$ cat src/rtl/bus_guard_pkg.sv
package bus_guard_pkg;

  localparam int REG_W = 8;

  // field positions (software decodes these)
  localparam int BIT_TMO  = 7;
  localparam int BIT_WPV  = 6;
  localparam int BIT_PRV  = 5;
  localparam int BIT_TEN  = 4;
  localparam int BIT_SUP  = 3;
  localparam int BIT_MAP  = 2;
  localparam int BIT_RSV  = 1;
  localparam int BIT_HOLD = 0;

  localparam logic [REG_W-1:0] REG_RESET = 8'h0C;
  localparam logic [REG_W-1:0] STAT_MASK = (REG_W'(1) << BIT_TMO) |
                                           (REG_W'(1) << BIT_WPV) |
                                           (REG_W'(1) << BIT_PRV);
  localparam logic [REG_W-1:0] CTRL_MASK = (REG_W'(1) << BIT_TEN) |
                                           (REG_W'(1) << BIT_SUP) |
                                           (REG_W'(1) << BIT_MAP) |
                                           (REG_W'(1) << BIT_HOLD);

  typedef struct packed {
    logic tmo;
    logic wpv;
    logic prv;
  } fault_set_t;

endpackage

$ cat src/rtl/bg_rst_sync.sv
module bg_rst_sync #(
  parameter int STAGES = 2
) (
  input  logic clk,
  input  logic arst_n,
  output logic srst_n
);

  logic [STAGES-1:0] sync_q;
  logic [STAGES-1:0] sync_d;

  always_comb begin
    sync_d = {sync_q[STAGES-2:0], 1'b1};
  end

  always_ff @(posedge clk or negedge arst_n) begin
    if (!arst_n) sync_q <= '0;
    else         sync_q <= sync_d;
  end

  assign srst_n = sync_q[STAGES-1];

endmodule

$ cat src/rtl/bg_cycle_timer.sv
module bg_cycle_timer #(
  parameter int TMO_CYCLES = 128
) (
  input  logic clk,
  input  logic rst_n,
  input  logic tmr_en,
  input  logic cyc_start,
  input  logic cyc_active,
  input  logic cyc_ack,
  input  logic wp_viol,
  input  logic priv_viol,
  output logic fault_evt,
  output logic bus_err
);

  localparam int CW = $clog2(TMO_CYCLES);
  localparam logic [CW-1:0] CNT_LAST = CW'(TMO_CYCLES - 1);

  logic [CW-1:0] cnt_q, cnt_d;
  logic          fired_q, fired_d;
  logic          fired_eff;
  logic          counting;
  logic          tmo_hit;
  logic          cnt_en;
  logic          berr_d;

  // a new cycle frees the one-shot for that same clock
  assign fired_eff = fired_q & ~cyc_start;
  assign counting  = cyc_active & ~cyc_start & ~cyc_ack & tmr_en & ~fired_eff;
  assign tmo_hit   = counting & (cnt_q == CNT_LAST);
  assign fault_evt = tmr_en & cyc_active & ~fired_eff &
                     (tmo_hit | wp_viol | priv_viol);

  always_comb begin
    cnt_d = cnt_q;
    if (cyc_start | cyc_ack | ~cyc_active) cnt_d = '0;
    else if (counting & ~tmo_hit)          cnt_d = cnt_q + 1'b1;
    cnt_en = (cnt_d != cnt_q);
  end

  always_comb begin
    fired_d = fired_q;
    if (fault_evt)                     fired_d = 1'b1;
    else if (cyc_start | ~cyc_active)  fired_d = 1'b0;
    berr_d = fault_evt;
  end

  always_ff @(posedge clk or negedge rst_n) begin
    if (!rst_n)      cnt_q <= '0;
    else if (cnt_en) cnt_q <= cnt_d;
  end

  always_ff @(posedge clk or negedge rst_n) begin
    if (!rst_n) begin
      fired_q <= 1'b0;
      bus_err <= 1'b0;
    end else begin
      fired_q <= fired_d;
      bus_err <= berr_d;
    end
  end

endmodule

$ cat src/rtl/bg_ctrl_status.sv
module bg_ctrl_status
  import bus_guard_pkg::*;
(
  input  logic             clk,
  input  logic             rst_n,
  input  logic             wr_ok,
  input  logic [REG_W-1:0] wdata,
  input  fault_set_t       set_i,
  output logic [REG_W-1:0] reg_q
);

  logic [REG_W-1:0] set_vec;
  logic [REG_W-1:0] reg_d;
  logic             reg_en;

  always_comb begin
    set_vec          = '0;
    set_vec[BIT_TMO] = set_i.tmo;
    set_vec[BIT_WPV] = set_i.wpv;
    set_vec[BIT_PRV] = set_i.prv;
  end

  always_comb begin
    reg_d = '0;
    for (int b = 0; b < REG_W; b++) begin
      if (STAT_MASK[b])      reg_d[b] = set_vec[b] | (reg_q[b] & ~(wr_ok & wdata[b]));
      else if (CTRL_MASK[b]) reg_d[b] = wr_ok ? wdata[b] : reg_q[b];
      else                   reg_d[b] = 1'b0;
    end
    reg_en = wr_ok | (|set_vec);
  end

  always_ff @(posedge clk or negedge rst_n) begin
    if (!rst_n)      reg_q <= REG_RESET;
    else if (reg_en) reg_q <= reg_d;
  end

endmodule

$ cat src/rtl/bg_host_port.sv
module bg_host_port
  import bus_guard_pkg::*;
(
  input  logic             clk,
  input  logic             rst_n,
  input  logic             reg_sel,
  input  logic             reg_wr,
  input  logic             reg_sup,
  input  logic [REG_W-1:0] reg_q,
  output logic             wr_ok,
  output logic [REG_W-1:0] reg_rdata,
  output logic             acc_err
);

  logic allowed;
  logic refused;
  logic acc_err_d;

  assign allowed   = reg_sup | ~reg_q[BIT_SUP];
  assign refused   = reg_sel & ~allowed;
  assign wr_ok     = reg_sel & reg_wr & allowed;
  assign reg_rdata = (reg_sel & ~reg_wr & allowed) ? reg_q : '0;

  always_comb acc_err_d = refused;

  always_ff @(posedge clk or negedge rst_n) begin
    if (!rst_n) acc_err <= 1'b0;
    else        acc_err <= acc_err_d;
  end

endmodule

$ cat src/rtl/bus_guard_ctrl.sv
module bus_guard_ctrl
  import bus_guard_pkg::*;
#(
  parameter int TMO_CYCLES = 128,
  parameter int RST_STAGES = 2
) (
  input  logic             clk,
  input  logic             rst_n,
  input  logic             reg_sel,
  input  logic             reg_wr,
  input  logic             reg_sup,
  input  logic [REG_W-1:0] reg_wdata,
  output logic [REG_W-1:0] reg_rdata,
  output logic             acc_err,
  input  logic             cyc_start,
  input  logic             cyc_active,
  input  logic             cyc_ack,
  input  logic             wp_viol,
  input  logic             priv_viol,
  output logic             bus_err
);

  logic             rst_sync_n;
  logic             wr_ok;
  logic             fault_evt;
  logic [REG_W-1:0] reg_q;
  fault_set_t       set_s;

  bg_rst_sync #(.STAGES(RST_STAGES)) u_rst (
    .clk    (clk),
    .arst_n (rst_n),
    .srst_n (rst_sync_n)
  );

  bg_cycle_timer #(.TMO_CYCLES(TMO_CYCLES)) u_timer (
    .clk        (clk),
    .rst_n      (rst_sync_n),
    .tmr_en     (reg_q[BIT_TEN]),
    .cyc_start  (cyc_start),
    .cyc_active (cyc_active),
    .cyc_ack    (cyc_ack),
    .wp_viol    (wp_viol),
    .priv_viol  (priv_viol),
    .fault_evt  (fault_evt),
    .bus_err    (bus_err)
  );

  always_comb begin
    set_s.tmo = fault_evt;
    set_s.wpv = wp_viol;
    set_s.prv = priv_viol;
  end

  bg_ctrl_status u_reg (
    .clk   (clk),
    .rst_n (rst_sync_n),
    .wr_ok (wr_ok),
    .wdata (reg_wdata),
    .set_i (set_s),
    .reg_q (reg_q)
  );

  bg_host_port u_port (
    .clk       (clk),
    .rst_n     (rst_sync_n),
    .reg_sel   (reg_sel),
    .reg_wr    (reg_wr),
    .reg_sup   (reg_sup),
    .reg_q     (reg_q),
    .wr_ok     (wr_ok),
    .reg_rdata (reg_rdata),
    .acc_err   (acc_err)
  );

endmodule


$ cat config.mk
export PLATFORM = sky130hd
export DESIGN_NAME = bus_guard_ctrl
export DESIGN_NICKNAME = d
export VERILOG_FILES = /design/src/rtl/bus_guard_pkg.sv /design/src/rtl/bg_rst_sync.sv /design/src/rtl/bg_cycle_timer.sv /design/src/rtl/bg_ctrl_status.sv /design/src/rtl/bg_host_port.sv /design/src/rtl/bus_guard_ctrl.sv
export SDC_FILE = /design/constraint.sdc
export NUM_CORES = 1
export LEC_CHECK = 0
export BUFFER_PORTS_ARGS = -buffer_cell sky130_fd_sc_hd__buf_4
export CAP_MARGIN = 30
export CORE_UTILIZATION = 53
export DETAILED_ROUTE_END_ITERATION = 7
export PLACE_DENSITY = 0.82
export SETUP_SLACK_MARGIN = 0.1
export SYNTH_ARGS = -nofsm -noshare
export SYNTH_HDL_FRONTEND = slang
export SYNTH_SLANG_ARGS = --single-unit
$ cat constraint.sdc
create_clock -name clk -period 1.6 [get_ports clk]
set_input_delay 0.24 -clock clk [delete_from_list [all_inputs] [get_ports clk]]
set_output_delay 0.24 -clock clk [all_outputs]
set_load 0.02 [all_outputs]
== Yosys cells after proc, flatten, opt, wreduce, memory -nomap -nowiden ==
Index checks and enable logic that the tools add are counted.

* Add/subtract/negate cells: 1
* Reduce and logical (&&, ||, !) cells: 3
* Bitwise gates (word level): 42
* Equal/unequal tests: 2
* Mux-type cells: 5

{| class="wikitable"
|+ Operators by type and width
! kind !! number
|-
| AND 1 bit || 21
|-
| two-way mux 7 bit || 2
|-
| NOT 1 bit || 11
|-
| OR 1 bit || 10
|-
| two-way mux 8 bit || 1
|-
| adder 7 x 1 -> 7 bit, second input constant || 1
|-
| == test 7 bit, second input constant || 1
|-
| inequality test 7 bit || 1
|-
| OR reduction 3 bit || 1
|-
| two-way mux 1 bit || 2
|-
| AND reduction 2 bit || 1
|-
| nonzero test 2 bit || 1
|}

* Input bits: 18
* Flip-flop bits (word level): 19
* Output and inout port bits: 10
* Word-level logic and storage cells: 60

== Logic depth before layout (Yosys ltp) ==
* Depth in word-level cells: 12
* Depth in mapped cells: 5
* Mapped depth without buffers: 5

== Modules after synthesis ==
Synthesis repeated with hierarchy kept, for this count alone.

* Cell total of the unflattened synthesis: 87
* Area, all modules: 998.5 sq um

{| class="wikitable"
|+ By module, submodules not included
! module !! cells an instance !! times used !! seq. area each (sq um) !! area an instance (sq um)
|-
| bg_cycle_timer || 47 || 1 || 225.2 || 474.2
|-
| bg_ctrl_status || 20 || 1 || 177.7 || 294.0
|-
| bg_host_port || 17 || 1 || 25.0 || 176.4
|-
| bg_rst_sync || 3 || 1 || 50.0 || 53.8
|}

== Least setup slack after synthesis ==
No wires, ideal clock.

* Path type: reg2reg
* Start: register u_timer.cnt_q[0]
* End: register u_timer.cnt_q[5]
* Period minus slack after synthesis: 1.801 ns
* Required time: 1.523 ns
* Cell stages (with the launch flop): 6
* Setup time: 0.077 ns
* Path buffers: 0
* Data arrival time: 1.723 ns
* Setup slack: -0.201 ns
* Path through: dfrtp_1 ha_1 and3_1 a211o_1 or4_1 a21oi_1

* Word-level cells in the longest chain between the ends: 7
* Elaborated cells on any way between the ends: 8
* Classes of those cells: add/sub (1); eq/ne (2); mux (2); bitwise (3)

{| class="wikitable"
|+ RTL lines
! item !! RTL line !! text
|-
| start, declared || bg_cycle_timer.sv:19 || <nowiki>logic [CW-1:0] cnt_q, cnt_d;</nowiki>
|-
| start signal, assigned || bg_cycle_timer.sv:50 || <nowiki>else if (cnt_en) cnt_q <= cnt_d;</nowiki>
|-
| parallel branches: the longest is 7 deep, another holds adder 7 x 1 -> 7 bit || -- ||
|}

Several ways; the timed one is not identified.
A chain may end at the register's enable or synchronous reset.

== Worst setup path after layout ==
Ends and elaborated chain as after synthesis.

==> impl_results.md <==
* Initial antenna violation count at 0
* Worst-Skew Late Latency at 0.29 ns
* Worst IR Drop VDD at 807 uV
* Number of diodes at 0
* GRT Overall Usage at 27.4%
* Sequential-to-total area share from yosys stat at 52.0%
* CP Class: flip-flop to flip-flop
* Grt ovf at 0
* CP Data Required Time at 1.83 ns
* CP Max Fanout at 4
* DRT antenna net count at 0
* Main synth FF type: dfrtp_1
* CTS H-tree depth at 1
* Final Power at 1.10 mW
* Storage element area at 478 um^2
* Post-synth cell types at 35
* Clock Skews at 0.00113 ns
* PortBufs at 25
* Avg Synthesized Cell Area at 11.1 um^2
* Post-Synthesis Cell Area at 918 um^2
* Half-perimeter wire length of the detailed placement result at 1.41 mm
* Final worst-path cycle share at 107%
* WL/cell at 17.1 um
* Commonest cells post-synth: dfrtp_1 (17), and2_1 (7), nand2_1 (6), nor2_1 (6), mux2_2 (4)
* # setup viols final at 4
* Synthesis-stage register bit count at 19
* FFs w/ async S/R, synth at 100%
* Synth top area share at 46.3%
* Worst rel slew slack at 53.7%
* LEAKAGE at 0.624 nW
* Slew of the pin with the lowest slew margin at 0.694 ns
* First-pass GRT wire length at 3.68 mm
* Syn_nets at 102
* Layout Cells excl Fill at 141
* YS warnings at 0
* Final wirelength at 2.41 mm
* CP arrival at 1.94 ns
* Fin. Hold Viols at 0
* Syn Inst Count at 83
* CP Capture Type: flip-flop
* Failing checks: DRC, setup timing
* TritonCTS clock tree: built
* Slew Viols, Final at 0
* Via count at 797
* DRT iter0 DRCs at 18
* Fill count at 69
* Fin nets at 145
* Chip Width at 43.6 um
* Synth area leaders: dfrtp_1 (46%), dfstp_2 (5.7%), mux2_2 (4.9%)
* RSZ-0062 raised after global routing: yes
* Number of global-route vias before repair at 806
* Largest net degree at the start of global routing at 18
* Routability cong. at 0.738
* Post-Place Setup Slack at -0.208 ns
* Largest area contributor in the netlist: dfrtp_1
* DR DRC count at 2
* Via density at 5.65
* Layout cell share with drive strength beyond 1 at 55.2%
* Max Cap Viol at 0
* CTS sink cnt at 19
* CP Launch Type: flip-flop
* Setup TNS at -0.319 ns
* Count leader, synth: dfrtp_1
* Placed cells at 133
* CTS Buf Count at 3
* PD cells at 800 nW/um^2
* Max clock buf depth at 2
* Core Footprint at 1560 um^2
* Final Hold Slack at 0.133 ns
* CTS root buffer: clkbuf_4
* Die ar. at 1900 um^2
* Post-synth EDFFs at 0
* Status: finished with violations
* Starting Density at 58.9%
* Minimum clock period at 1.71 ns
* Area grow syn2layout at 49.5%
* Final setup margin at -0.110 ns
* Fmax at 0.585 GHz
* Multi-input logic area at 497 um^2
* Die H at 43.6 um
* Drt first pass iters at 6
* IO Pins at 28
* CTS clock-pin slew for the worst setup and hold paths at 0.11 ns
* Hold/Removal Path Class: input pin to flip-flop
* Row Count at 14
-- final timing paths --
kind | slack [ns] | endpoint | depth (start not counted) | startpoint
worst min-delay path | 0.13 | u_reg.reg_q[5] | 2 | priv_viol
min in group asynchronous | 0.26 | u_rst.sync_q[1] | 2 | rst_n
worst max-delay path | -0.11 | u_timer.cnt_q[5] | 5 | u_timer.cnt_q[0]
worst max register to register | -0.11 | u_timer.cnt_q[5] | 5 | u_timer.cnt_q[0]
worst min register to register | 0.29 | u_reg.reg_q[4] | 0 | u_rst.sync_q[1]
max in group asynchronous | 0.87 | u_timer.cnt_q[5] | 0 | u_rst.sync_q[1]
-- through the flow --
stage                     util [%]  cell area [um^2]
after detailed placement      77.0              1200
final                         88.0              1370
after global placement        77.0              1200
after global routing          88.0              1370
after floorplan                  -               926
after CTS                     85.4              1330
-- cells by family after synthesis --
| kind of cell | Yosys count | synth area share, % |
|---|---|---|
| AO/OA/AOI/OAI | 14 | 12.9 |
| other | 2 | 0.818 |
| AND/OR/NAND/NOR | 34 | 21.3 |
| adder cells (fa/ha/maj) | 1 | 1.36 |
| flip-flops | 19 | 52.0 |
| multiplexers | 5 | 5.99 |
| buffers and inverters | 6 | 3.68 |
| XOR/XNOR | 2 | 1.91 |
-- routing by layer --
layer | GRT usage, % | part of all wire (%)
met1 | 35.2 | 42
met4 | 11.3 | 1.9
met2 | 47.5 | 52
met3 | 2.50 | 4.2
met5 | 0 | 0
-- cells in the final DEF (no fill, tap or decap), drive strengths merged, types with 2 or more instances in the layout --
cell / instances
dfrtp: 17
conb: 2
clkbuf: 4
a21oi: 2
and3: 3
and2: 7
dfstp: 2
inv: 3
buf: 40
o31ai: 2
nand2: 6
a21o: 3
nand3: 3
xnor2: 2
nor2: 6
mux2: 4
nand2b: 2
-- flip-flops by register name, summed over array words and instances (netlist names) --
signal and flops:
u_timer.cnt_q 7, u_timer.fired_q 1, u_timer.bus_err 1, u_reg.reg_q 7
u_rst.sync_q 2, u_port.acc_err 1
-- critical path, cell delays in order (launching register included) --
cell and delay (ns):
dfrtp_1 0.43, ha_4 0.18, and3_4 0.18, a211o_1 0.31, or4_1 0.41, a21oi_1 0.13
-- layout make-up --
type / instances / area share, %
multi-input combinational: 58 / 36.2
timing repair buffer: 41 / 24.8
inverter: 3 / 0.820
clock buffer: 4 / 1.91
sequential: 19 / 34.8
tap: 16 / 1.46
-- what timing repair did --
item,CTS,global route
hold buffers,1,0
resized for setup,21,6
setup buffers,3,0
setup endpoints to repair,14,18
pin swaps,13,6
hold endpoints to repair,2,0
-- power by group --
group,total [mW],switching [mW],leakage [nW],internal (mW)
Clock,0.246,0.149,0.0150,0.0970
Combinational,0.283,0.124,0.374,0.159
Sequential,0.569,0.0361,0.235,0.533
Total,1.10,0.309,0.624,0.788
No activity file was read; power rests on OpenSTA's default activity.
